**config.mk**
```make
export PLATFORM = sky130hd
export DESIGN_NAME = rst_hold_timer
export DESIGN_NICKNAME = d
export VERILOG_FILES = /design/src/rtl/rst_hold_pkg.sv /design/src/rtl/rst_src_enc.sv /design/src/rtl/rst_delay_cnt.sv /design/src/rtl/rst_hold_timer.sv
export SDC_FILE = /design/constraint.sdc
export NUM_CORES = 1
export LEC_CHECK = 0
export CAP_MARGIN = 15
export CORE_MARGIN = 3
export CORE_UTILIZATION = 48
export CTS_CLUSTER_DIAMETER = 100
export DETAILED_ROUTE_END_ITERATION = 7
export DONT_BUFFER_PORTS = 1
export PLACE_DENSITY_LB_ADDON = 0.1
export SYNTH_ARGS = -nofsm -noshare
export SYNTH_HDL_FRONTEND = slang
export SYNTH_SLANG_ARGS = --single-unit
export TNS_END_PERCENT = 1
```
**constraint.sdc**
```tcl
create_clock -name clk -period 1.8 [get_ports clk]
set_clock_uncertainty 0.05 [all_clocks]
set_input_delay 0.36 -clock clk [delete_from_list [all_inputs] [get_ports clk]]
set_output_delay 0.36 -clock clk [all_outputs]
set_load 0.005 [all_outputs]
```
**src/rtl/rst_hold_pkg.sv**
```systemverilog
package rst_hold_pkg;

    typedef enum logic [1:0] {
        CAUSE_POR  = 2'd0,
        CAUSE_PIN  = 2'd1,
        CAUSE_WDT  = 2'd2,
        CAUSE_WAKE = 2'd3
    } cause_e;

    typedef struct packed {
        logic   running;   // core released
        logic   powered;   // first release since power-on done
        cause_e cause;
    } ctl_t;

endpackage

```
**src/rtl/rst_src_enc.sv**
```systemverilog
module rst_src_enc
    import rst_hold_pkg::*;
(
    input  logic   pin_lvl,
    input  logic   wdt_req,
    input  logic   wake_req,
    output logic   any_src,
    output cause_e src_code
);

    // Fixed priority: pin, then watchdog, then wake request.
    always_comb begin
        any_src  = !pin_lvl || wdt_req || wake_req;
        src_code = CAUSE_WAKE;
        if (!pin_lvl) begin
            src_code = CAUSE_PIN;
        end else if (wdt_req) begin
            src_code = CAUSE_WDT;
        end
    end

endmodule

```
**src/rtl/rst_delay_cnt.sv**
```systemverilog
module rst_delay_cnt #(
    parameter int CW = 16
) (
    input  logic          clk,
    input  logic          por_n,
    input  logic          clr,
    input  logic          en,
    input  logic [CW-1:0] limit,
    output logic          done
);

    logic [CW-1:0] cnt_d, cnt_q;

    always_comb begin
        done  = en && !clr && (cnt_q == limit - 1'b1);
        cnt_d = cnt_q;
        if (clr || done) begin
            cnt_d = '0;
        end else if (en) begin
            cnt_d = cnt_q + 1'b1;
        end
    end

    always_ff @(posedge clk or negedge por_n) begin
        if (!por_n) begin
            cnt_q <= '0;
        end else begin
            cnt_q <= cnt_d;
        end
    end

    // count frozen on edges without a tick
    a_r4_no_tick_no_count: assert property (@(posedge clk) disable iff (!por_n)
        (!en && !clr) |=> $stable(cnt_q));

    // count never reaches its limit
    a_r2_below_limit: assert property (@(posedge clk) disable iff (!por_n)
        cnt_q < limit);

endmodule

```
**src/rtl/rst_hold_timer.sv**
```systemverilog
module rst_hold_timer
    import rst_hold_pkg::*;
#(
    parameter int LONG_TICKS  = 18000,
    parameter int SHORT_TICKS = 10
) (
    input  logic       clk,
    input  logic       por_n,
    input  logic       tick,
    input  logic       pin_lvl,
    input  logic       wdt_req,
    input  logic       wake_req,
    output logic       core_rst,
    output logic [1:0] cause
);

    localparam int CW = $clog2(LONG_TICKS + 1);
    localparam logic [CW-1:0] LONG_LIM  = CW'(LONG_TICKS);
    localparam logic [CW-1:0] SHORT_LIM = CW'(SHORT_TICKS);

    ctl_t   ctl_d, ctl_q;
    logic   any_src;
    cause_e src_code;
    logic   cnt_clr, cnt_en, cnt_done;
    logic [CW-1:0] lim;

    rst_src_enc u_enc (
        .pin_lvl  (pin_lvl),
        .wdt_req  (wdt_req),
        .wake_req (wake_req),
        .any_src  (any_src),
        .src_code (src_code)
    );

    rst_delay_cnt #(.CW(CW)) u_cnt (
        .clk   (clk),
        .por_n (por_n),
        .clr   (cnt_clr),
        .en    (cnt_en),
        .limit (lim),
        .done  (cnt_done)
    );

    always_comb begin
        lim     = ctl_q.powered ? SHORT_LIM : LONG_LIM;
        cnt_clr = any_src || ctl_q.running;
        cnt_en  = tick;
        ctl_d   = ctl_q;
        if (any_src) begin
            ctl_d.running = 1'b0;
            ctl_d.cause   = src_code;
        end else if (!ctl_q.running && cnt_done) begin
            ctl_d.running = 1'b1;
            ctl_d.powered = 1'b1;
        end
    end

    always_ff @(posedge clk or negedge por_n) begin
        if (!por_n) begin
            ctl_q <= '{running: 1'b0, powered: 1'b0, cause: CAUSE_POR};
        end else begin
            ctl_q <= ctl_d;
        end
    end

    assign core_rst = !ctl_q.running;
    assign cause    = ctl_q.cause;

    // active source forces the core into reset
    a_r3_src_holds: assert property (@(posedge clk) disable iff (!por_n)
        any_src |=> core_rst);

    // release only when the counter reports done
    a_r1_release_on_done: assert property (@(posedge clk) disable iff (!por_n)
        $rose(ctl_q.running) |-> $past(cnt_done));

    // cause code holds while no source is active
    a_r5_cause_held: assert property (@(posedge clk) disable iff (!por_n)
        !any_src |=> $stable(cause));

    // pin has top priority
    a_r6_pin_first: assert property (@(posedge clk) disable iff (!por_n)
        !pin_lvl |=> (cause == 2'd1));

    // short-wait flag never falls without power-on
    a_r8_powered_sticky: assert property (@(posedge clk) disable iff (!por_n)
        ctl_q.powered |=> ctl_q.powered);

endmodule

```
# [After elaboration in Yosys (flattened, before gate mapping)]
# Cells that the tools add are included.
[classes] n_bitwise=1 n_eq_ne=1 n_reduce_logical=13 addsub=2 mux=7
[ops] cell="15-bit two-way mux" n=3
[ops] cell="15-bit by 1-bit adder with 15-bit output (second input constant)" n=1
[ops] cell="15-bit equality test" n=1
[ops] cell="15-bit by 1-bit subtractor with 15-bit output (second input constant)" n=1
[ops] cell="1-bit logical OR" n=4
[ops] cell="2-bit two-way mux" n=2
[ops] cell="2-bit nonzero test" n=2
[ops] cell="1-bit logical AND" n=3
[ops] cell="1-bit zero test" n=3
[ops] cell="1-bit two-way mux" n=2
[ops] cell="2-bit AND reduction" n=1
[ops] cell="1-bit inverter" n=1
[word_totals] out_inout_bits=3 regBits=19 wordCells=28 input_bits=6

# [Logic depth before layout (Yosys ltp)]
# Gate-level depths: netlist of run 1.
[depth] depth_word=10 depth_mapped=6 mapped_depth_nobuf=5

# [By module]
# A second synthesis of run 1 with hierarchy kept.
[hier_totals] cells_unflattened=163 hier_area_um2=1524.0
[modules_own_cells] module="rst_delay_cnt" seq_area_each_um2=375.4 cells_per_inst=145 n_inst=1 area_each_um2=1328.8
[modules_own_cells] module="rst_hold_timer" seq_area_each_um2=100.1 cells_per_inst=15 n_inst=1 area_each_um2=175.2
[modules_own_cells] module="rst_src_enc" seq_area_each_um2=0.0 cells_per_inst=3 n_inst=1 area_each_um2=20.0

# [Worst setup path before layout of run 1]
# Ideal clock, no wire load.
[synth_path] path_kind="flip-flop to flip-flop" from="reg u_cnt.cnt_q[7]" to="reg u_cnt.cnt_q[11]" setup_time_ns=0.143 path_buffers=2 t_arrival_ns=1.451 stages_incl_launch_ff=7 required_ns=1.607 synth_period_minus_slack_ns=1.644 setup_slack_ns=0.156 cell_sequence="dfrtp_1 > buf_6 > nor4_2 > nand4_1 > a211oi_4 > buf_8 > nor3_2"
[synth_via] elab_chain_cells=4 elab_cells_between_ends=7 cone_classes="1 x add/sub; 1 x eq/ne; 2 x mux; 3 x reduce/logical"
[synth_rtl] item="start: declaration" line="rst_delay_cnt.sv:12" rtl="logic [CW-1:0] cnt_d, cnt_q;"
[synth_rtl] item="start signal: assignment" line="rst_delay_cnt.sv:28" rtl="cnt_q <= cnt_d;"
[synth_rtl] item="parallel branches: the longest is 4 deep, another holds 15-bit by 1-bit adder with 15-bit output"
# Several ways; the timed one is not identified. The select of a mux whose other input is x is not followed.
# A chain may end at the register's enable or synchronous reset.

# [Worst setup path in the final report of run 1]
[layout_path] from="reg u_cnt.cnt_q[4]" to="reg u_cnt.cnt_q[6]"
# Same word-level chain as after synthesis.

==> summary.txt, run 1 <==
Cells and area
  • Commonest non-fill, non-tap cell in the layout: dfrtp_1
  • Fin area: 1150 sq um
  • # diodes: 0
  • Commonest non-fill, non-tap cells in the layout: dfrtp_1, xnor2_1, nor3_2
  • Area Growth Syn to Fin: 8.40%
  • Final-stage net count: 114
  • Layout cells sized above 1: 25.5%

Timing
  • Setup Viol. Count Final: 0
  • Final Hold Vio Count: 0
  • Min cycle time layout: 1.64 ns
  • Count of final max-slew check failures: 0
  • Unrepaired setup endpoints after global routing: false
  • Tcrit/Tclk final: 91.0%
  • Slew Limit Headroom: 43.2%
  • Setup ws final: about 0.16 ns
  • Final Hold Slack: between 0.09 and 0.1 ns
  • Max Fclk: 611 MHz
  • Slew at the pin with the worst max-slew slack: 0.849 ns
  • Total Neg Setup Slack: 0 ns

Placement
  • Place WS: 0.187 ns
  • Detailed placement HPWL: between 1000 and 1500 um
  • Placement-stage cell area: 1110 sq um
  • Final GP Congestion: 0.812
  • IO Port Bufs: 0

Clock network
  • H-tree depth: 1
  • Worst skew pair latency: ~0.31 ns
  • CTS Hold Buffers Added: 1
  • Longest Clk Path Bufs: 2
  • Num Clock Sinks: 19
  • CTS tree: built
  • Post-cts sizing count: 0
  • Clock slew at reported path FFs: 0.12 ns
  • CTS Buf Count: 3
  • Post-CTS setup buffers: 0
  • Root Driver: clkbuf_4

Route
  • Via count: ~730
  • Iter 0 DRT Violations: 11
  • DRC viols: 0
  • WL final: 1920 um
  • Routed Antenna Nets: 0
  • DRT Pass-1 Iters: 4
  • Vias/cell: 5.50
  • WL per Instance: 14.4 um

Pwr
  • Cell-internal power: 0.521 mW
  • Combinational fraction of design power: around 3.7%
  • Switching part of the total: 23.1%
  • Max VDD drop: 0.460 mV
  • Clock power share: 32.4%
  • Leakage: ~0.42 nW
  • Sw power: 0.156 mW
  • Share of power burned in registers: 63.9%
  • PwrDens: 591 nW/um^2

Hold path
  • Hold Crit Class: in2reg
  • HP Start: pin_lvl
  • Hold Crit Depth: 1
  • Hold Path Sink: cause[0]

Yosys
  • Avg Cell Area, Syn: about 11 sq um
  • Mapped Area: about 1100 sq um
  • Cell variety after synth: 28
  • Yosys warns: 0
  • Post-synthesis cell count: 98
  • Synth Register Bits: 19
  • Seq/Total Area, Yosys: 45.0%
  • Syn_nets: roughly 110

Global routing
  • Global-route wire length before repair: around 3500 um
  • Pin count of the biggest net entering global routing: 20
  • Vias in the first global route: approximately 730
  • GRT Total Usage: 17.5%
  • GRT overflow: 0
  • Initial antenna violation count: 0

Critical path
  • Crit path capture type: flop
  • Critical R2R Launch: u_cnt.cnt_q[4]
  • WP data required: 1.95 ns
  • Critical Path Fanout Max: 8
  • Arr. time, crit path: around 1.8 ns
  • Crit start category: flop
  • R2R depth: 5
  • CP Class: reg2reg
  • R2r setup slk: approximately 0.16 ns
  • RR Endpoint: u_cnt.cnt_q[6]

Die
  • Die Area: 2800 sq um
  • Ports: 9
  • Core area: slightly above 2000 sq um
  • Initial Util: around 52%
  • Die height: ~53 um
  • Row count: 16
  • Chip width: around 53 um

Outcome
  • Status: complete, no violations

Flow run
  • Max_cap viols: 0
## cell type report
class | instances | area, sq um
clock buffers | 3 | 22.5
clock inverters | 1 | 5.00
fillers | 182 | 876
inverters | 3 | 11.3
multi-input cells | 70 | 520
flip-flops and latches | 19 | 475
well taps | 27 | 33.8
repair buffers | 10 | 77.6
## kinds of logic (layout without fill, tap and decap cells)
logic type      count (synthesis)  count (layout)  share of synthesized area (%)
flops                          19              19                           45.0
simple gates                   50              50                           31.5
compound gates                  4               4                           4.02
fa+ha+maj                       1               1                           1.18
mux                             1               1                          0.947
buf+inv                         9              17                           5.80
xor+xnor                       14              14                           11.6
## worst max-delay path, stage by stage, from the launching register on
cell	delay [ns]
dfrtp_1	0.46
nor4b_2	0.27
nand4_1	0.19
a211oi_4	0.27
buf_4	0.22
nor3_1	0.07
## synthesized netlist by cell type
master / n / share of area [%]
nand4_2: 1 / 1.2
xor2_1: 3 / 2.5
or2_1: 1 / 0.59
nor4b_1: 1 / 0.83
xnor2_1: 11 / 9.1
ha_1: 1 / 1.2
buf_6: 1 / 1.1
nand3_1: 5 / 2.4
buf_2: 1 / 0.47
mux2i_1: 1 / 0.95
a31o_1: 1 / 0.83
nand4_1: 6 / 3.6
o31a_1: 1 / 0.83
buf_4: 2 / 1.4
and4b_1: 1 / 0.95
dfrtp_1: 19 / 45
nor4b_2: 1 / 1.4
nor4_2: 1 / 1.2
nor2_1: 6 / 2.1
inv_1: 3 / 1.1
nor3_1: 9 / 4.3
a211oi_4: 1 / 1.9
buf_8: 1 / 1.4
nand2_1: 5 / 1.8
nor4_1: 3 / 1.8
o21ai_0: 1 / 0.47
nor3_2: 10 / 9.5
clkbuf_1: 1 / 0.35
## how the worst max path moves through the flow
stage,startpoint,to,cells after the start
finish,u_cnt.cnt_q[4],u_cnt.cnt_q[6],5
global route,u_cnt.cnt_q[13],u_cnt.cnt_q[6],5
CTS,u_cnt.cnt_q[5],u_cnt.cnt_q[6],5
detailed placement,u_cnt.cnt_q[5],u_cnt.cnt_q[6],5
global placement,u_cnt.cnt_q[4],u_cnt.cnt_q[6],5
floorplan,u_cnt.cnt_q[7],u_cnt.cnt_q[11],6
## registers in the layout (all words and copies together), names as in the netlist
register,flops
cause,2
u_cnt.cnt_q,15
ctl_q,2
## power groups by stage
stage | combinational [mW] | sequential, mW | clock [mW]
2_1_floorplan | 0.0187 | 0.441 | 0
3_3_place_gp | 0.0163 | 0.441 | 0
3_5_place_dp | 0.0165 | 0.442 | 0
4_1_cts | 0.0269 | 0.433 | 0.228
5_1_grt | 0.0297 | 0.434 | 0.243
6_report | 0.0254 | 0.433 | 0.219
## metal layers
metal  GRT usage, %  vias to the layer above  wire [um]  share of wire (%)
li1               -                      365          -                  -
met1           24.0                      350        950                 49
met2           25.8                       10        866                 45
met3           5.35                        6         64                3.3
met4           6.38                        0         39                2.0
met5              0                        -          0                  0
## through the flow
step | instances | utilization (%) | power (mW)
after floorplan | 98 | - | 0.459
final | 133 | 56.7 | 0.678
after global routing | 133 | 56.7 | 0.707
after global placement | 128 | 54.8 | 0.458
after detailed placement | 128 | 54.8 | 0.458
after CTS | 133 | 56.7 | 0.688
(Power assumes the default switching activity.)
==> inputs of run 2 (changes only) <==
--- a/config.mk
+++ b/config.mk
@@ -5,10 +5,11 @@
 export SDC_FILE = /design/constraint.sdc
 export NUM_CORES = 1
 export LEC_CHECK = 0
+export ABC_CLOCK_PERIOD_IN_PS = 1800
 export CAP_MARGIN = 15
 export CORE_MARGIN = 3
 export CORE_UTILIZATION = 48
-export CTS_CLUSTER_DIAMETER = 100
+export CTS_CLUSTER_DIAMETER = 80
 export DETAILED_ROUTE_END_ITERATION = 7
 export DONT_BUFFER_PORTS = 1
 export PLACE_DENSITY_LB_ADDON = 0.1
==> results of run 2 <==
The final DEF is identical to that of run 1; final timing and power are the same.
==> inputs of run 3 (changes only) <==
--- a/config.mk
+++ b/config.mk
@@ -13,6 +13,7 @@
 export DETAILED_ROUTE_END_ITERATION = 7
 export DONT_BUFFER_PORTS = 1
 export PLACE_DENSITY_LB_ADDON = 0.1
+export SKIP_CTS_REPAIR_TIMING = 1
 export SYNTH_ARGS = -nofsm -noshare
 export SYNTH_HDL_FRONTEND = slang
 export SYNTH_SLANG_ARGS = --single-unit
==> run 3 against run 2 <==
Net effect:
- count of clock-buffer cells in the layout did not move
- worst setup slack got worse by 0.0043 ns
- global-route usage fell by 0.12 points
- critical path type unchanged
- critical endpoint unchanged
- largest power group unchanged
==> summary.txt, run 3 (synthesis results as in run 1) <==
Placement
  • IO Port Bufs: 0
  • Detailed placement HPWL: 1390 um
  • Final GP Congestion: 0.812

Global routing
  • Global-route wire length before repair: between 3000 and 4000 um
  • Pin count of the biggest net entering global routing: 20
  • Initial antenna violation count: 0
  • Vias in the first global route: 733
  • GRT overflow: 0
  • GRT Total Usage: 17.4%

Route
  • WL final: about 1900 um
  • Iter 0 DRT Violations: 11
  • DRC viols: 0
  • Vias/cell: roughly 5.5
  • Routed Antenna Nets: 0
  • Via count: about 730
  • DRT Pass-1 Iters: 4
  • WL per Instance: 14.6 um

Timing
  • Setup Viol. Count Final: 0
  • Total Neg Setup Slack: 0 ns
  • Tcrit/Tclk final: 91.2%
  • Final Hold Vio Count: 0
  • Slew Limit Headroom: 43.7%
  • Max Fclk: 609 MHz
  • Count of final max-slew check failures: 0
  • Unrepaired setup endpoints after global routing: false
  • Min cycle time layout: roughly 1.6 ns
  • Slew at the pin with the worst max-slew slack: 0.842 ns

Die
  • Die height: ~53 um
  • Chip width: around 53 um
  • Die Area: 2800 sq um
  • Core area: approximately 2000 sq um
  • Initial Util: 52.3%
  • Ports: 9
  • Row count: 16

Cells and area
  • Commonest non-fill, non-tap cells in the layout: dfrtp_1, xnor2_1, nor3_2
  • Largest Register: u_cnt.cnt_q
  • Register area: 475 sq um
  • Multi-input logic area: 520 sq um
  • Area Growth Syn to Fin: 8.40%
  • Layout cells sized above 1: between 20% and 30%
  • Commonest non-fill, non-tap cell in the layout: dfrtp_1
  • Max reg flops: 15
  • # diodes: 0
  • Fillers: 182
  • Final-stage net count: roughly 110

Critical path
  • Critical Path Fanout Max: 8
  • Critical R2R Launch: u_cnt.cnt_q[4]
  • Crit path capture type: flop
  • Arr. time, crit path: 1.79 ns
  • R2r setup slk: between 0.15 and 0.2 ns
  • CP Class: reg2reg
  • RR Endpoint: u_cnt.cnt_q[6]
  • Crit start category: flop
  • R2R depth: 5
  • WP data required: 1.95 ns

Hold path
  • Hold Crit Depth: 1
  • HP Start: pin_lvl
  • Hold Path Sink: cause[0]
  • Hold Crit Class: in2reg

Clock network
  • Num Clock Sinks: 19
  • CTS Buf Count: 3
  • Longest Clk Path Bufs: 2
  • Root Driver: clkbuf_4
  • Worst skew pair latency: 0.31 ns
  • CTS tree: built
  • H-tree depth: 1
  • Clock slew at reported path FFs: 0.12 ns

Pwr
  • Power Total: 0.677 mW
  • Max VDD drop: 0.459 mV
  • Leakage: 0.423 nW
  • PwrDens: 591 nW/um^2

Outcome
  • Status: complete, no violations

Flow run
  • Max_cap viols: 0
run 3: cell counts in the layout (fill, tap and decap cells not counted):
Identical to the previous run, type by type.
run 3: worst max path at each step:
stage,startpoint,endpoint,cells past startpoint
finish,u_cnt.cnt_q[4],u_cnt.cnt_q[6],5
global route,u_cnt.cnt_q[13],u_cnt.cnt_q[6],5
CTS,u_cnt.cnt_q[5],u_cnt.cnt_q[6],5
detailed placement,u_cnt.cnt_q[5],u_cnt.cnt_q[6],5
global placement,u_cnt.cnt_q[4],u_cnt.cnt_q[6],5
floorplan,u_cnt.cnt_q[7],u_cnt.cnt_q[11],6
run 3: final cells by class:
type	count	share of cell area [%]
clock buffers	3	1.97
clock inverters	1	0.437
inverters	3	0.983
multi-input cells	70	45.4
flip-flops and latches	19	41.5
well taps	27	2.95
repair buffers	10	6.77
run 3: per-layer routing:
metal | global-route usage, % | part of all wire, % | routed length [um] | vias to the layer above
li1 | - | - | - | 366
met1 | 23.9 | 48 | 937 | 347
met2 | 25.6 | 45 | 881 | 15
met3 | 5.35 | 4.2 | 81 | 6
met4 | 6.38 | 2.0 | 38 | 0
met5 | 0 | 0 | 0 | -
run 3: power by group:
part | switching [mW] | internal [mW]
logic | 0.0172 | 0.00809
registers | 0.00269 | 0.430
clock network | 0.136 | 0.0830
run 3: metrics by stage:
| stage | worst slack (ns) | cell area (sq um) | util, % | hold slack, ns | instances |
|---|---|---|---|---|---|
| finish | 0.158 | 1150 | 56.7 | 0.0916 | 133 |
| global route | 0.0134 | 1150 | 56.7 | 0.0991 | 133 |
| CTS | 0.157 | 1140 | 56.2 | -0.328 | 132 |
| detailed placement | 0.187 | 1110 | 54.8 | 0.0148 | 128 |
| global placement | 0.190 | 1110 | 54.8 | 0.0148 | 128 |
| floorplan | 0.156 | 1060 | - | 0.0144 | 98 |
run 3: critical path, cell delays in order (launching register included):
cell and delay [ns]:
dfrtp_1 0.46, nor4b_2 0.27, nand4_1 0.19, a211oi_4 0.28
buf_4 0.22, nor3_1 0.07
